**src/rtl/lnk_ser_pkg.sv**
```systemverilog
package lnk_ser_pkg;

   localparam int unsigned IDX_W     = 4;
   localparam int unsigned LAST_SHORT = 9;
   localparam int unsigned LAST_LONG  = 13;
   localparam int unsigned DATA_START = 6;

   localparam logic [1:0] DMODE_WIDE = 2'b11;

   typedef struct packed {
      logic        wr;
      logic        acc;
      logic [1:0]  dmode;
      logic [3:0]  cmode;
      logic [31:0] dst;
      logic [63:0] data;
      logic [31:0] src;
   } lnk_pkt_t;

   function automatic logic is_wide_write(input logic wr, input logic [1:0] dmode);
      return wr && (dmode == DMODE_WIDE);
   endfunction

endpackage

```
**src/rtl/lnk_wait_sync.sv**
```systemverilog
module lnk_wait_sync #(
   parameter int unsigned STAGES = 2
) (
   input  logic clk,
   input  logic rst_n,
   input  logic async_in,
   output logic sync_out
);

   generate
      if (STAGES < 2) begin : g_bad_depth
         $error("lnk_wait_sync: STAGES must be at least 2");
      end
   endgenerate

   logic [STAGES-1:0] chain_q;

   always_ff @(posedge clk or negedge rst_n) begin
      if (!rst_n) chain_q <= '0;
      else        chain_q <= {chain_q[STAGES-2:0], async_in};
   end

   assign sync_out = chain_q[STAGES-1];

endmodule

```
**src/rtl/lnk_byte_mux.sv**
```systemverilog
module lnk_byte_mux
   import lnk_ser_pkg::*;
(
   input  lnk_pkt_t         pkt,
   input  logic [IDX_W-1:0] idx,
   output logic [7:0]       byte_o
);

   logic [31:0] first_word;
   logic [31:0] second_word;

   always_comb begin
      first_word  = pkt.wr ? pkt.data[31:0] : pkt.src;
      second_word = pkt.data[63:32];
      case (idx)
         4'd0:    byte_o = 8'h00;
         4'd1:    byte_o = {pkt.cmode, pkt.dst[31:28]};
         4'd2:    byte_o = pkt.dst[27:20];
         4'd3:    byte_o = pkt.dst[19:12];
         4'd4:    byte_o = pkt.dst[11:4];
         4'd5:    byte_o = {pkt.dst[3:0], pkt.dmode, pkt.wr, pkt.acc};
         4'd6:    byte_o = first_word[31:24];
         4'd7:    byte_o = first_word[23:16];
         4'd8:    byte_o = first_word[15:8];
         4'd9:    byte_o = first_word[7:0];
         4'd10:   byte_o = second_word[31:24];
         4'd11:   byte_o = second_word[23:16];
         4'd12:   byte_o = second_word[15:8];
         4'd13:   byte_o = second_word[7:0];
         default: byte_o = 8'h00;
      endcase
   end

endmodule

```
**src/rtl/lnk_burst_gate.sv**
```systemverilog
module lnk_burst_gate
   import lnk_ser_pkg::*;
#(
   parameter bit          ENABLE = 1'b1,
   parameter int unsigned STRIDE = 8
) (
   input  logic        cur_wide,
   input  logic [1:0]  cur_dmode,
   input  logic [3:0]  cur_cmode,
   input  logic [31:0] cur_dst,
   input  logic        nxt_wr,
   input  logic [1:0]  nxt_dmode,
   input  logic [3:0]  nxt_cmode,
   input  logic [31:0] nxt_dst,
   output logic        may_chain
);

   localparam logic [31:0] STEP = 32'(STRIDE);

   generate
      if (STRIDE == 0) begin : g_bad_stride
         $error("lnk_burst_gate: STRIDE must be non-zero");
      end
      if (ENABLE) begin : g_chain
         always_comb begin
            may_chain = cur_wide
                     && is_wide_write(nxt_wr, nxt_dmode)
                     && (cur_dmode == nxt_dmode)
                     && (cur_cmode == nxt_cmode)
                     && (nxt_dst == cur_dst + STEP);
         end
      end else begin : g_no_chain
         assign may_chain = 1'b0;
      end
   endgenerate

endmodule

```
**src/rtl/lnk_pkt_serializer.sv**
```systemverilog
module lnk_pkt_serializer
   import lnk_ser_pkg::*;
#(
   parameter int unsigned SYNC_STAGES  = 2,
   parameter bit          BURST_EN     = 1'b1,
   parameter int unsigned BURST_STRIDE = 8
) (
   input  logic        clk,
   input  logic        rst_n,
   input  logic        in_valid,
   input  logic        in_write,
   input  logic        in_access,
   input  logic [1:0]  in_datamode,
   input  logic [3:0]  in_ctrlmode,
   input  logic [31:0] in_dstaddr,
   input  logic [63:0] in_data,
   input  logic [31:0] in_srcaddr,
   output logic        in_wait,
   input  logic        far_rd_wait,
   input  logic        far_wr_wait,
   output logic [7:0]  out_byte,
   output logic        out_frame
);

   localparam logic [IDX_W-1:0] IDX_FIRST = '0;
   localparam logic [IDX_W-1:0] IDX_DATA  = IDX_W'(DATA_START);
   localparam logic [IDX_W-1:0] IDX_SHORT = IDX_W'(LAST_SHORT);
   localparam logic [IDX_W-1:0] IDX_LONG  = IDX_W'(LAST_LONG);

   generate
      if ((1 << IDX_W) <= LAST_LONG) begin : g_bad_idx
         $error("lnk_pkt_serializer: index width too small");
      end
   endgenerate

   // Pushback synchronisers
   logic rd_hold, wr_hold;

   lnk_wait_sync #(.STAGES(SYNC_STAGES)) u_rd_sync (
      .clk(clk), .rst_n(rst_n), .async_in(far_rd_wait), .sync_out(rd_hold));

   lnk_wait_sync #(.STAGES(SYNC_STAGES)) u_wr_sync (
      .clk(clk), .rst_n(rst_n), .async_in(far_wr_wait), .sync_out(wr_hold));

   // Slot state
   lnk_pkt_t         pkt_q;
   logic             frame_q;
   logic [IDX_W-1:0] idx_q;

   lnk_pkt_t in_pkt;
   always_comb begin
      in_pkt.wr    = in_write;
      in_pkt.acc   = in_access;
      in_pkt.dmode = in_datamode;
      in_pkt.cmode = in_ctrlmode;
      in_pkt.dst   = in_dstaddr;
      in_pkt.data  = in_data;
      in_pkt.src   = in_srcaddr;
   end

   logic             cur_wide;
   logic [IDX_W-1:0] last_idx;
   logic             at_last;
   logic             may_chain;
   logic             slot_free;
   logic             type_hold;
   logic             take;

   assign cur_wide = is_wide_write(pkt_q.wr, pkt_q.dmode);
   assign last_idx = cur_wide ? IDX_LONG : IDX_SHORT;
   assign at_last  = frame_q && (idx_q == last_idx);

   lnk_burst_gate #(.ENABLE(BURST_EN), .STRIDE(BURST_STRIDE)) u_gate (
      .cur_wide (cur_wide),
      .cur_dmode(pkt_q.dmode),
      .cur_cmode(pkt_q.cmode),
      .cur_dst  (pkt_q.dst),
      .nxt_wr   (in_write),
      .nxt_dmode(in_datamode),
      .nxt_cmode(in_ctrlmode),
      .nxt_dst  (in_dstaddr),
      .may_chain(may_chain)
   );

   assign type_hold = in_write ? wr_hold : rd_hold;
   assign slot_free = !frame_q || (at_last && may_chain);
   assign in_wait   = !slot_free || type_hold;
   assign take      = in_valid && !in_wait;

   always_ff @(posedge clk or negedge rst_n) begin
      if (!rst_n) begin
         pkt_q   <= '0;
         frame_q <= 1'b0;
         idx_q   <= IDX_FIRST;
      end else if (take) begin
         pkt_q   <= in_pkt;
         frame_q <= 1'b1;
         idx_q   <= frame_q ? IDX_DATA : IDX_FIRST;
      end else if (at_last) begin
         frame_q <= 1'b0;
         idx_q   <= IDX_FIRST;
      end else if (frame_q) begin
         idx_q   <= idx_q + 1'b1;
      end
   end

   // Output byte
   logic [7:0] mux_byte;

   lnk_byte_mux u_mux (.pkt(pkt_q), .idx(idx_q), .byte_o(mux_byte));

   assign out_byte  = frame_q ? mux_byte : 8'h00;
   assign out_frame = frame_q;

   // Checks
   AST_HDR_ON_RISE: assert property (@(posedge clk) disable iff (!rst_n)
      $rose(out_frame) |-> (out_byte == 8'h00 && idx_q == IDX_FIRST)) else $error("header");

   AST_NO_CUT: assert property (@(posedge clk) disable iff (!rst_n)
      (out_frame && !at_last) |=> out_frame) else $error("cut");

   AST_GAP_AFTER_END: assert property (@(posedge clk) disable iff (!rst_n)
      (at_last && !take) |=> !out_frame) else $error("gap");

   AST_WR_HONOURS_HOLD: assert property (@(posedge clk) disable iff (!rst_n)
      (in_valid && !in_wait && in_write) |-> !wr_hold) else $error("wr hold");

   AST_RD_HONOURS_HOLD: assert property (@(posedge clk) disable iff (!rst_n)
      (in_valid && !in_wait && !in_write) |-> !rd_hold) else $error("rd hold");

   AST_CHAIN_WIDE_ONLY: assert property (@(posedge clk) disable iff (!rst_n)
      (out_frame && $past(out_frame) && idx_q == IDX_DATA && $past(idx_q) == IDX_LONG)
      |-> cur_wide) else $error("chain");

endmodule

```
**config.mk**
```make
export PLATFORM = sky130hd
export DESIGN_NAME = lnk_pkt_serializer
export DESIGN_NICKNAME = d
export VERILOG_FILES = /design/src/rtl/lnk_ser_pkg.sv /design/src/rtl/lnk_wait_sync.sv /design/src/rtl/lnk_byte_mux.sv /design/src/rtl/lnk_burst_gate.sv /design/src/rtl/lnk_pkt_serializer.sv
export SDC_FILE = /design/constraint.sdc
export NUM_CORES = 1
export LEC_CHECK = 0
export CAP_MARGIN = 20
export CORE_ASPECT_RATIO = 0.8
export CORE_MARGIN = 1.5
export CORE_UTILIZATION = 63
export DETAILED_ROUTE_END_ITERATION = 8
export DONT_BUFFER_PORTS = 1
export GPL_TIMING_DRIVEN = 0
export PLACE_DENSITY = 0.83
export SYNTH_ARGS = -nofsm -noshare
export SYNTH_HDL_FRONTEND = slang
export SYNTH_HIERARCHICAL = 1
export SYNTH_SLANG_ARGS = --single-unit
```
**constraint.sdc**
```tcl
create_clock -name clk -period 3.91 [get_ports clk]
set_input_delay 0.5865 -clock clk [delete_from_list [all_inputs] [get_ports clk]]
set_output_delay 0.5865 -clock clk [all_outputs]
set_load 0.005 [all_outputs]
```
# After elaboration in Yosys (flattened, before gate mapping)
# Cells that the tools add are included.
[totals]
wordCells = 59
out_inout_bits = 10
reg_bits = 145
[classes]
n_eq_ne = 19
add_sub_neg = 2
n_mux = 11
reduce_logical = 16
[ops]
columns = ["operator", "count"]
rows = [
  ["case mux 8 bit (13 select lines)", 1],
  ["adder 32 x 4 -> 32 bit, second input constant", 1],
  ["equality test 32 bit", 1],
  ["2-to-1 mux 32 bit", 1],
  ["equality test 4 bit, second input constant", 6],
  ["equality test 4 x 3 -> 1 bit, second input constant", 4],
  ["2-to-1 mux 4 bit", 3],
  ["logical AND 1 bit", 9],
  ["equality test 4 x 2 -> 1 bit, second input constant", 2],
  ["equality test 4 bit", 2],
  ["2-to-1 mux 8 bit", 1],
  ["2-to-1 mux 3 bit", 2],
  ["adder 4 x 1 -> 4 bit, second input constant", 1],
  ["equality test 2 bit, second input constant", 2],
  ["equality test 4 x 1 -> 1 bit, second input constant", 1],
  ["logical NOT 1 bit", 3],
  ["2-to-1 mux 1 bit", 3],
  ["nonzero test 3 bit", 1],
  ["equality test 2 bit", 1],
  ["logical OR 1 bit", 2],
  ["nonzero test 2 bit", 1],
]

# Depth between registers and ports, before layout
# Gate-level depths: netlist of the first run.
[depth]
depth_word = 13
ltp_mapped = 15
mapped_depth_nobuf = 12

# By module
# Netlist of the first run, hierarchy kept.
[by_module_without_submodules]
columns = ["module", "area_each_um2", "instances", "seq_area_each_um2", "cells_per_inst"]
rows = [
  ["lnk_pkt_serializer", 5689.2, 1, 3528.4, 337],
  ["lnk_byte_mux", 1308.8, 1, 0.0, 167],
  ["lnk_burst_gate", 1054.8, 1, 0.0, 147],
  ["lnk_wait_sync", 50.0, 2, 50.0, 2],
]

# Worst setup path after synthesis of the first run
# OpenSTA, ideal clock, no wires.
[synth_path]
path_type = "register to register"
start = "register pkt_q[99] (netlist bit)"
end = "register pkt_q[100] (netlist bit)"
required_time_ns = 3.785
path_slack_ns = 0.441
stages_incl_launch_ff = 16
setup_time_ns = 0.125
arrival_time_ns = 3.344
path_cell_list = "dfrtp_1 > ha_1 > nand3_1 > nor4_4 > nand2_2 > or3_1 > a211oi_2 > nand4_1 > nor4_2 > nand2b_1 > nand3_1 > a21oi_2 > buf_6 > buf_12 > buf_12 > mux2_4"
[synth_between]
elab_chain_cells = 9
[synth_lines]
columns = ["item", "line_no", "text"]
rows = [
  ["from (decl)", "lnk_pkt_serializer.sv:46", "lnk_pkt_t pkt_q;"],
  ["from (signal assigned)", "lnk_pkt_serializer.sv:96", "pkt_q <= in_pkt;"],
  ["adder 32 x 4 -> 32 bit", "lnk_burst_gate.sv:30", "&& (nxt_dst == cur_dst + STEP);"],
  ["equality test 32 bit", "lnk_burst_gate.sv:30", ""],
  ["logical AND 1 bit", "lnk_burst_gate.sv:30", ""],
  ["via may_chain", "lnk_pkt_serializer.sv:64", "logic may_chain;"],
  ["logical AND 1 bit", "lnk_pkt_serializer.sv:86", "assign slot_free = !frame_q || (at_last && may_chain);"],
  ["logical OR 1 bit", "lnk_pkt_serializer.sv:86", ""],
  ["logical NOT 1 bit", "lnk_pkt_serializer.sv:87", "assign in_wait = !slot_free || type_hold;"],
  ["logical OR 1 bit", "lnk_pkt_serializer.sv:87", ""],
  ["logical NOT 1 bit", "lnk_pkt_serializer.sv:88", "assign take = in_valid && !in_wait;"],
  ["logical AND 1 bit", "lnk_pkt_serializer.sv:88", ""],
]
# The timed path passes the listed nets, and every way through them passes these cells.
# A chain may end at the register's enable or synchronous reset.

# Worst setup path in the final report of the first run
[layout_path]
start = "register pkt_q[100] (netlist bit)"
end = "register pkt_q[70] (netlist bit)"
# The elaborated chain is that of the path after synthesis.

==> results.md, run 1 <==
* Die Ht at between 100 and 150 um
* Initial Utilization at 65.82%
* P per Cell Area at 834.2 nW/um^2
* Num CTS Buffers at 17
* Vias per inst at between 6 and 7
* Pin count of the biggest net entering global routing at between 100 and 150
* Worst Hold Class: input pin to asynchronous set/reset pin
* Final Net Count at roughly 840
* Clk_lat worst skew at roughly 430 ps
* Post-route clock skew at ~5.5 ps
* Global-route wire length before repair at roughly 34 mm
* Fin Hold WS at -148.7 ps
* Post-DP HPWL at 16.37 mm
* Routed vias at between 5k and 6k
* Max-cap viol count at 0
* Clock-pin slew on the worst setup and hold paths at 60 ps
* Gr ovfl total at 0
* Register area at between 3000 and 4000 sq um
* Non-filler cells, final at 884
* CTS tree: yes
* Row count at 36
* Clock tree buffer depth at 2
* PortBufs at 0
* I/O pin total at about 150
* Share of synthesized registers carrying an async set or reset at 100.0%
* Syn nets at around 800
* Placed insts at 826
* Synthesized area per cell at about 12 sq um
* Peak VDD IR at between 0.0004 and 0.0005 V
* Crit share post-route at a little over nine tenths
* Worst Path Arrival at 4110 ps
* Post-synth EDFFs at 0
* Number of antenna violations at the first check in global routing at 0
* Tot Pwr at 7839 uW
* Area Overhead vs Synth at 15.25%
* Synthesized netlist cell count at around 660
* CP Launch Type: flop
* Clock root buffer: clkbuf_16
* RSZ-0062 raised after global routing: no
* Slew HR at roughly two fifths
* Failing checks: negative hold slack
* Total global-route track usage at 33.95%
* DRT iter0 DRCs at roughly 700
* #FFs+latches synth at between 100 and 150
* GP Congestion at 0.9700
* Top cells by count, synth: 145 x dfrtp_1, 100 x mux2_2, 43 x mux2i_1, 40 x mux2_4, 33 x xnor2_1
* Final setup violating endpoints at 0
* Wire per inst at between 20 and 30 um
* Filler cell count at 770
* Core area at about 12000 sq um
* Crit path capture type: flop
* Worst slew pin tran at about 910 ps
* Antenna diodes at 0
* CP Class: flop to flop
* Crit path time final at 3791 ps
* Clock Sinks at between 100 and 150
* DIE WIDTH at around 130 um
* Drt first pass iters at 5
* Fin util at between 70% and 80%
* Final hold vios at between 100 and 150
* Area contributors post-synth: dfrtp_1 45%, mux2_2 14%, mux2_4 7.4%
* Final Max Tran Viols at 0
* Ys flop type: dfrtp_1
* Cell taking the most area after synthesis: dfrtp_1
* H-tree Lvls at 4
* Synth Warn # at 6
* Distinct cells, synth at 74
* Max FO, Critical Path at 7
* Vias in the first global route at between 5k and 6k
* Mapped Area at 8153 sq um
* Area share of the largest cell type after synthesis at between 40 and 50%
* Critical Path RT at 4220 ps
* Most common cell in the netlist: dfrtp_1
* Final WL at 23.50 mm
* DIE AREA at between 10000 and 15000 sq um
* Setup WS post-layout at ~120 ps
* Layout cells sized above 1 at between 30 and 40%
* Area of the multi-input gates at 4279 sq um
* Place WS at -342.8 ps
* Pleak at 0.003899 uW
* Status: complete, but fails checks
* Antenna-violating nets left at 0
* # DRC at 0
* Sequential share of the synthesized area at 44.51%
* F_max at 0.2638 GHz
power by group:
group / internal, uW / switching, uW / total (uW)
clock network: 1060 / 658 / 1710
registers: 2240 / 774 / 3010
logic: 1640 / 1470 / 3110
placed cells by master (no fill, tap or decap), types with 9 or more instances in the layout:
cell type	count
a22oi_1	10
a22o_1	10
xnor2_1	33
nand4_1	9
dfrtp_1	132
nand2_1	20
buf_4	29
and2_1	10
mux2i_1	43
o22ai_1	12
buf_2	10
dfrtp_2	13
clkbuf_16	21
nor2_1	19
mux2_2	100
mux2_4	40
nand3_1	19
xor2_1	12
buf_6	9
a21oi_1	10
flip-flops by register name (all words and copies together), names as in the netlist:
register           cells
pkt_q                136
idx_q                  4
u_rd_sync/chain_q      2
u_wr_sync/chain_q      2
out_frame              1
logic make-up (layout without fill, tap and decap cells):
logic type	after synthesis	in the layout	synth area share, %
fa+ha+maj	3	3	0.4605
buf+inv	43	101	4.190
flops	145	145	44.51
mux	185	185	26.76
simple gates	142	142	10.74
compound gates	92	92	8.502
xor+xnor	45	45	4.834
worst paths after layout:
kind	start	depth (start not counted)	slack [ps]	end
worst min register to register	u_rd_sync/chain_q[0]$_DFF_PN0_	0	350	u_rd_sync/chain_q[1]$_DFF_PN0_
worst max register to register	pkt_q[100]$_DFFE_PN0P_	16	120	pkt_q[70]$_DFFE_PN0P_
worst min-delay path	rst_n	0	-150	pkt_q[116]$_DFFE_PN0P_
min in group clk	far_wr_wait	0	180	u_wr_sync/chain_q[0]$_DFF_PN0_
max in group asynchronous	rst_n	0	3770	pkt_q[101]$_DFFE_PN0P_
worst max-delay path	pkt_q[100]$_DFFE_PN0P_	16	120	pkt_q[70]$_DFFE_PN0P_
worst max-delay path: stages (launching register included):
cell       delay [ps]
dfrtp_1           390
ha_4              170
buf_4             120
and3_1            160
a21oi_1            80
nor4b_1           360
o2111ai_1         190
nor4_2            380
nand4_1           220
nor4_4            310
nand2b_4          200
nand3_4            90
a21oi_4           200
buf_8             170
buf_12            160
clkbuf_16         170
mux2_4            290
routing by layer:
metal | track usage, % | share of wire [%] | vias to the layer above
li1 | - | - | 2548
met1 | 46.15 | 39 | 2974
met2 | 50.64 | 45 | 369
met3 | 10.86 | 12 | 90
met4 | 12.70 | 4.0 | 0
met5 | 0 | 0 | -
stage by stage:
step | cell area, sq um | setup TNS [ps]
3_5_place_dp | 8367 | -39510
6_report | 9397 | 0
2_1_floorplan | 8153 | 0
3_3_place_gp | 8367 | -17530
5_1_grt | 9397 | 0
4_1_cts | 9060 | 0
area by class of cell:
type                       count  area share, %
buffer                        36          3.635
clock buffer                  20          4.967
clock inverter                12          1.651
inverter                       7         0.2796
multi-input combinational    467          45.54
sequential                   145          38.79
tap                          171          2.277
timing repair buffer          26          2.863
repair_timing:
item,CTS,global route
pin swaps,5,10
setup endpoints to repair,137,137
gates cloned,0,5
setup buffers,5,16
gates resized for setup,11,28
endpoints found under the hold margin,145,145
Note: power is estimated with default switching activity, not from simulation.
==> inputs of run 2 (changes only) <==
Settings changed: GPL_TIMING_DRIVEN 0 to 1.
==> results.md, run 2 (same netlist as run 1, synthesis figures left out) <==
* Vias in the first global route at between 5k and 6k
* Num CTS Buffers at 17
* GP Congestion at around 0.96
* Die Ht at ~100 um
* Setup WS post-layout at 179.3 ps
* Post-DP HPWL at ~15 mm
* Non-filler cells, final at roughly 860
* Slew HR at approximately two fifths
* Core area at 12390 sq um
* Clock root buffer: clkbuf_16
* Vias per inst at 6.623
* Most frequent cells in the layout: 140 x dfrtp_1, 100 x mux2_2, 43 x mux2i_1
* Routed vias at roughly 5.7k
* Clock tree buffer depth at 2
* Antenna-violating nets left at 0
* Dpl cell area at ~8400 sq um
* Setup TNS at 0 ps
* Crit path time final at between 3000 and 4000 ps
* H-tree Lvls at 4
* Final Max Tran Viols at 0
* Max FO, Critical Path at 21
* Final WL at 21.11 mm
* PortBufs at 0
* Final hold vios at around 150
* FF-to-FF setup slack at between 150 and 200 ps
* Place WS at 1.488 ps
* Number of antenna violations at the first check in global routing at 0
* Failing checks: negative hold slack
* F_max at about 0.27 GHz
* Worst Hold Class: input pin to asynchronous set/reset pin
* Largest registers: pkt_q (136), idx_q (4)
* Total global-route track usage at 31.99%
* Drt first pass iters at 4
* DIE WIDTH at about 130 um
* I/O pin total at 151
* Status: complete, but fails checks
* Layout cells sized above 1 at 33.48%
* Clk_lat worst skew at around 430 ps
* Crit share post-route at 95.41%
* Biggest register: pkt_q
* Max reg flops at 136
* Peak VDD IR at a little under 0.0005 V
* CP Class: flop to flop
* P per Cell Area at 844.5 nW/um^2
* Clock Sinks at 145
* CTS tree: yes
* Max-cap viol count at 0
* Crit path capture type: flop
* Antenna diodes at 0
* Placed insts at 820
* DRT iter0 DRCs at 537
* DIE AREA at about 14000 sq um
* Initial Utilization at between 60% and 70%
* Critical Path RT at about 4200 ps
* Post-route design area at ~9000 sq um
* Worst Path Arrival at between 4000 and 5000 ps
* Final Net Count at 815
* Filler cell count at slightly above 800
* # DRC at 0
* Final setup violating endpoints at 0
* Gr ovfl total at 0
* Pleak at 0.003723 uW
* Post-route clock skew at 13.69 ps
* RSZ-0062 raised after global routing: yes
* Area Overhead vs Synth at 10.76%
* Commonest non-fill, non-tap cell in the layout: dfrtp_1
* Worst slew pin tran at slightly above 900 ps
* Global-route wire length before repair at approximately 32 mm
* Fin Hold WS at -144.0 ps
* Row count at 36
* CP Launch Type: flop
* Clock-pin slew on the worst setup and hold paths at ~60 ps
* Wire per inst at ~25 um
* Pin count of the biggest net entering global routing at ~150
-- run 2: cell types whose count changed in the layout (fill, tap and decap cells not counted), moves of 3 or more --
cell       change
dfrtp_2        -8
buf_4          -3
buf_6          -8
dfrtp_1        +8
clkbuf_1       -3
clkbuf_16      -4
buf_2         -10
-- run 2: timing repair --
action,4_1_cts,5_1_grt
endpoints found under the setup margin,23,135
setup buffers,0,3
gates resized for setup,1,7
pin swaps,1,4
endpoints found under the hold margin,145,145
-- run 2: through the flow --
stage / utilization, % / total power, uW
6_report: 72.90 / 7626
2_1_floorplan: - / 4978
3_3_place_gp: 67.49 / 5658
4_1_cts: 72.52 / 7554
3_5_place_dp: 67.49 / 5818
5_1_grt: 72.90 / 7978
-- run 2: layer usage --
metal  vias up  global-route usage (%)  part of all wire, %
met4         0                   11.27                  2.9
li1       2480                       -                    -
met1      2852                   42.41                   42
met3        52                   11.73                   10
met2       279                   48.16                   45
met5         -                       0                    0
-- run 2: final cells by class --
class / count / area, sq um / area share (%)
multi-input combinational: 467 / 4210 / 46.63
inverter: 7 / 26.28 / 0.2910
timing repair buffer: 33 / 326.6 / 3.616
clock buffer: 18 / 439.2 / 4.864
tap: 171 / 214.0 / 2.369
sequential: 145 / 3635 / 40.25
clock inverter: 14 / 178.9 / 1.981
-- run 2: critical path, cell delays in order (launching register included) --
cell and delay, ps:
dfrtp_2 450, nand4_1 220, nor4_4 470, buf_4 190
nand3_1 90, or4b_1 470, o211ai_1 100, a21oi_1 120
nor4_2 200, nand2b_1 170, nand3_1 160, a21oi_4 200
buf_12 180, buf_12 210, mux2_2 360
-- run 2: final timing paths --
check	from	endpoint	cells past startpoint
min in group clk	far_rd_wait	u_rd_sync/chain_q[0]$_DFF_PN0_	0
min	rst_n	pkt_q[121]$_DFFE_PN0P_	0
max reg2reg	pkt_q[108]$_DFFE_PN0P_	pkt_q[130]$_DFFE_PN0P_	14
max in group asynchronous	rst_n	pkt_q[135]$_DFFE_PN0P_	0
max	pkt_q[108]$_DFFE_PN0P_	pkt_q[130]$_DFFE_PN0P_	14
min reg2reg	u_wr_sync/chain_q[0]$_DFF_PN0_	u_wr_sync/chain_q[1]$_DFF_PN0_	0
-- run 2: report_power, final --
group	internal [uW]	leakage (uW)	total, uW	switching, uW
logic	1580	0.00168	2950	1370
registers	2230	0.00175	2990	756
clock network	1030	0.000294	1690	663
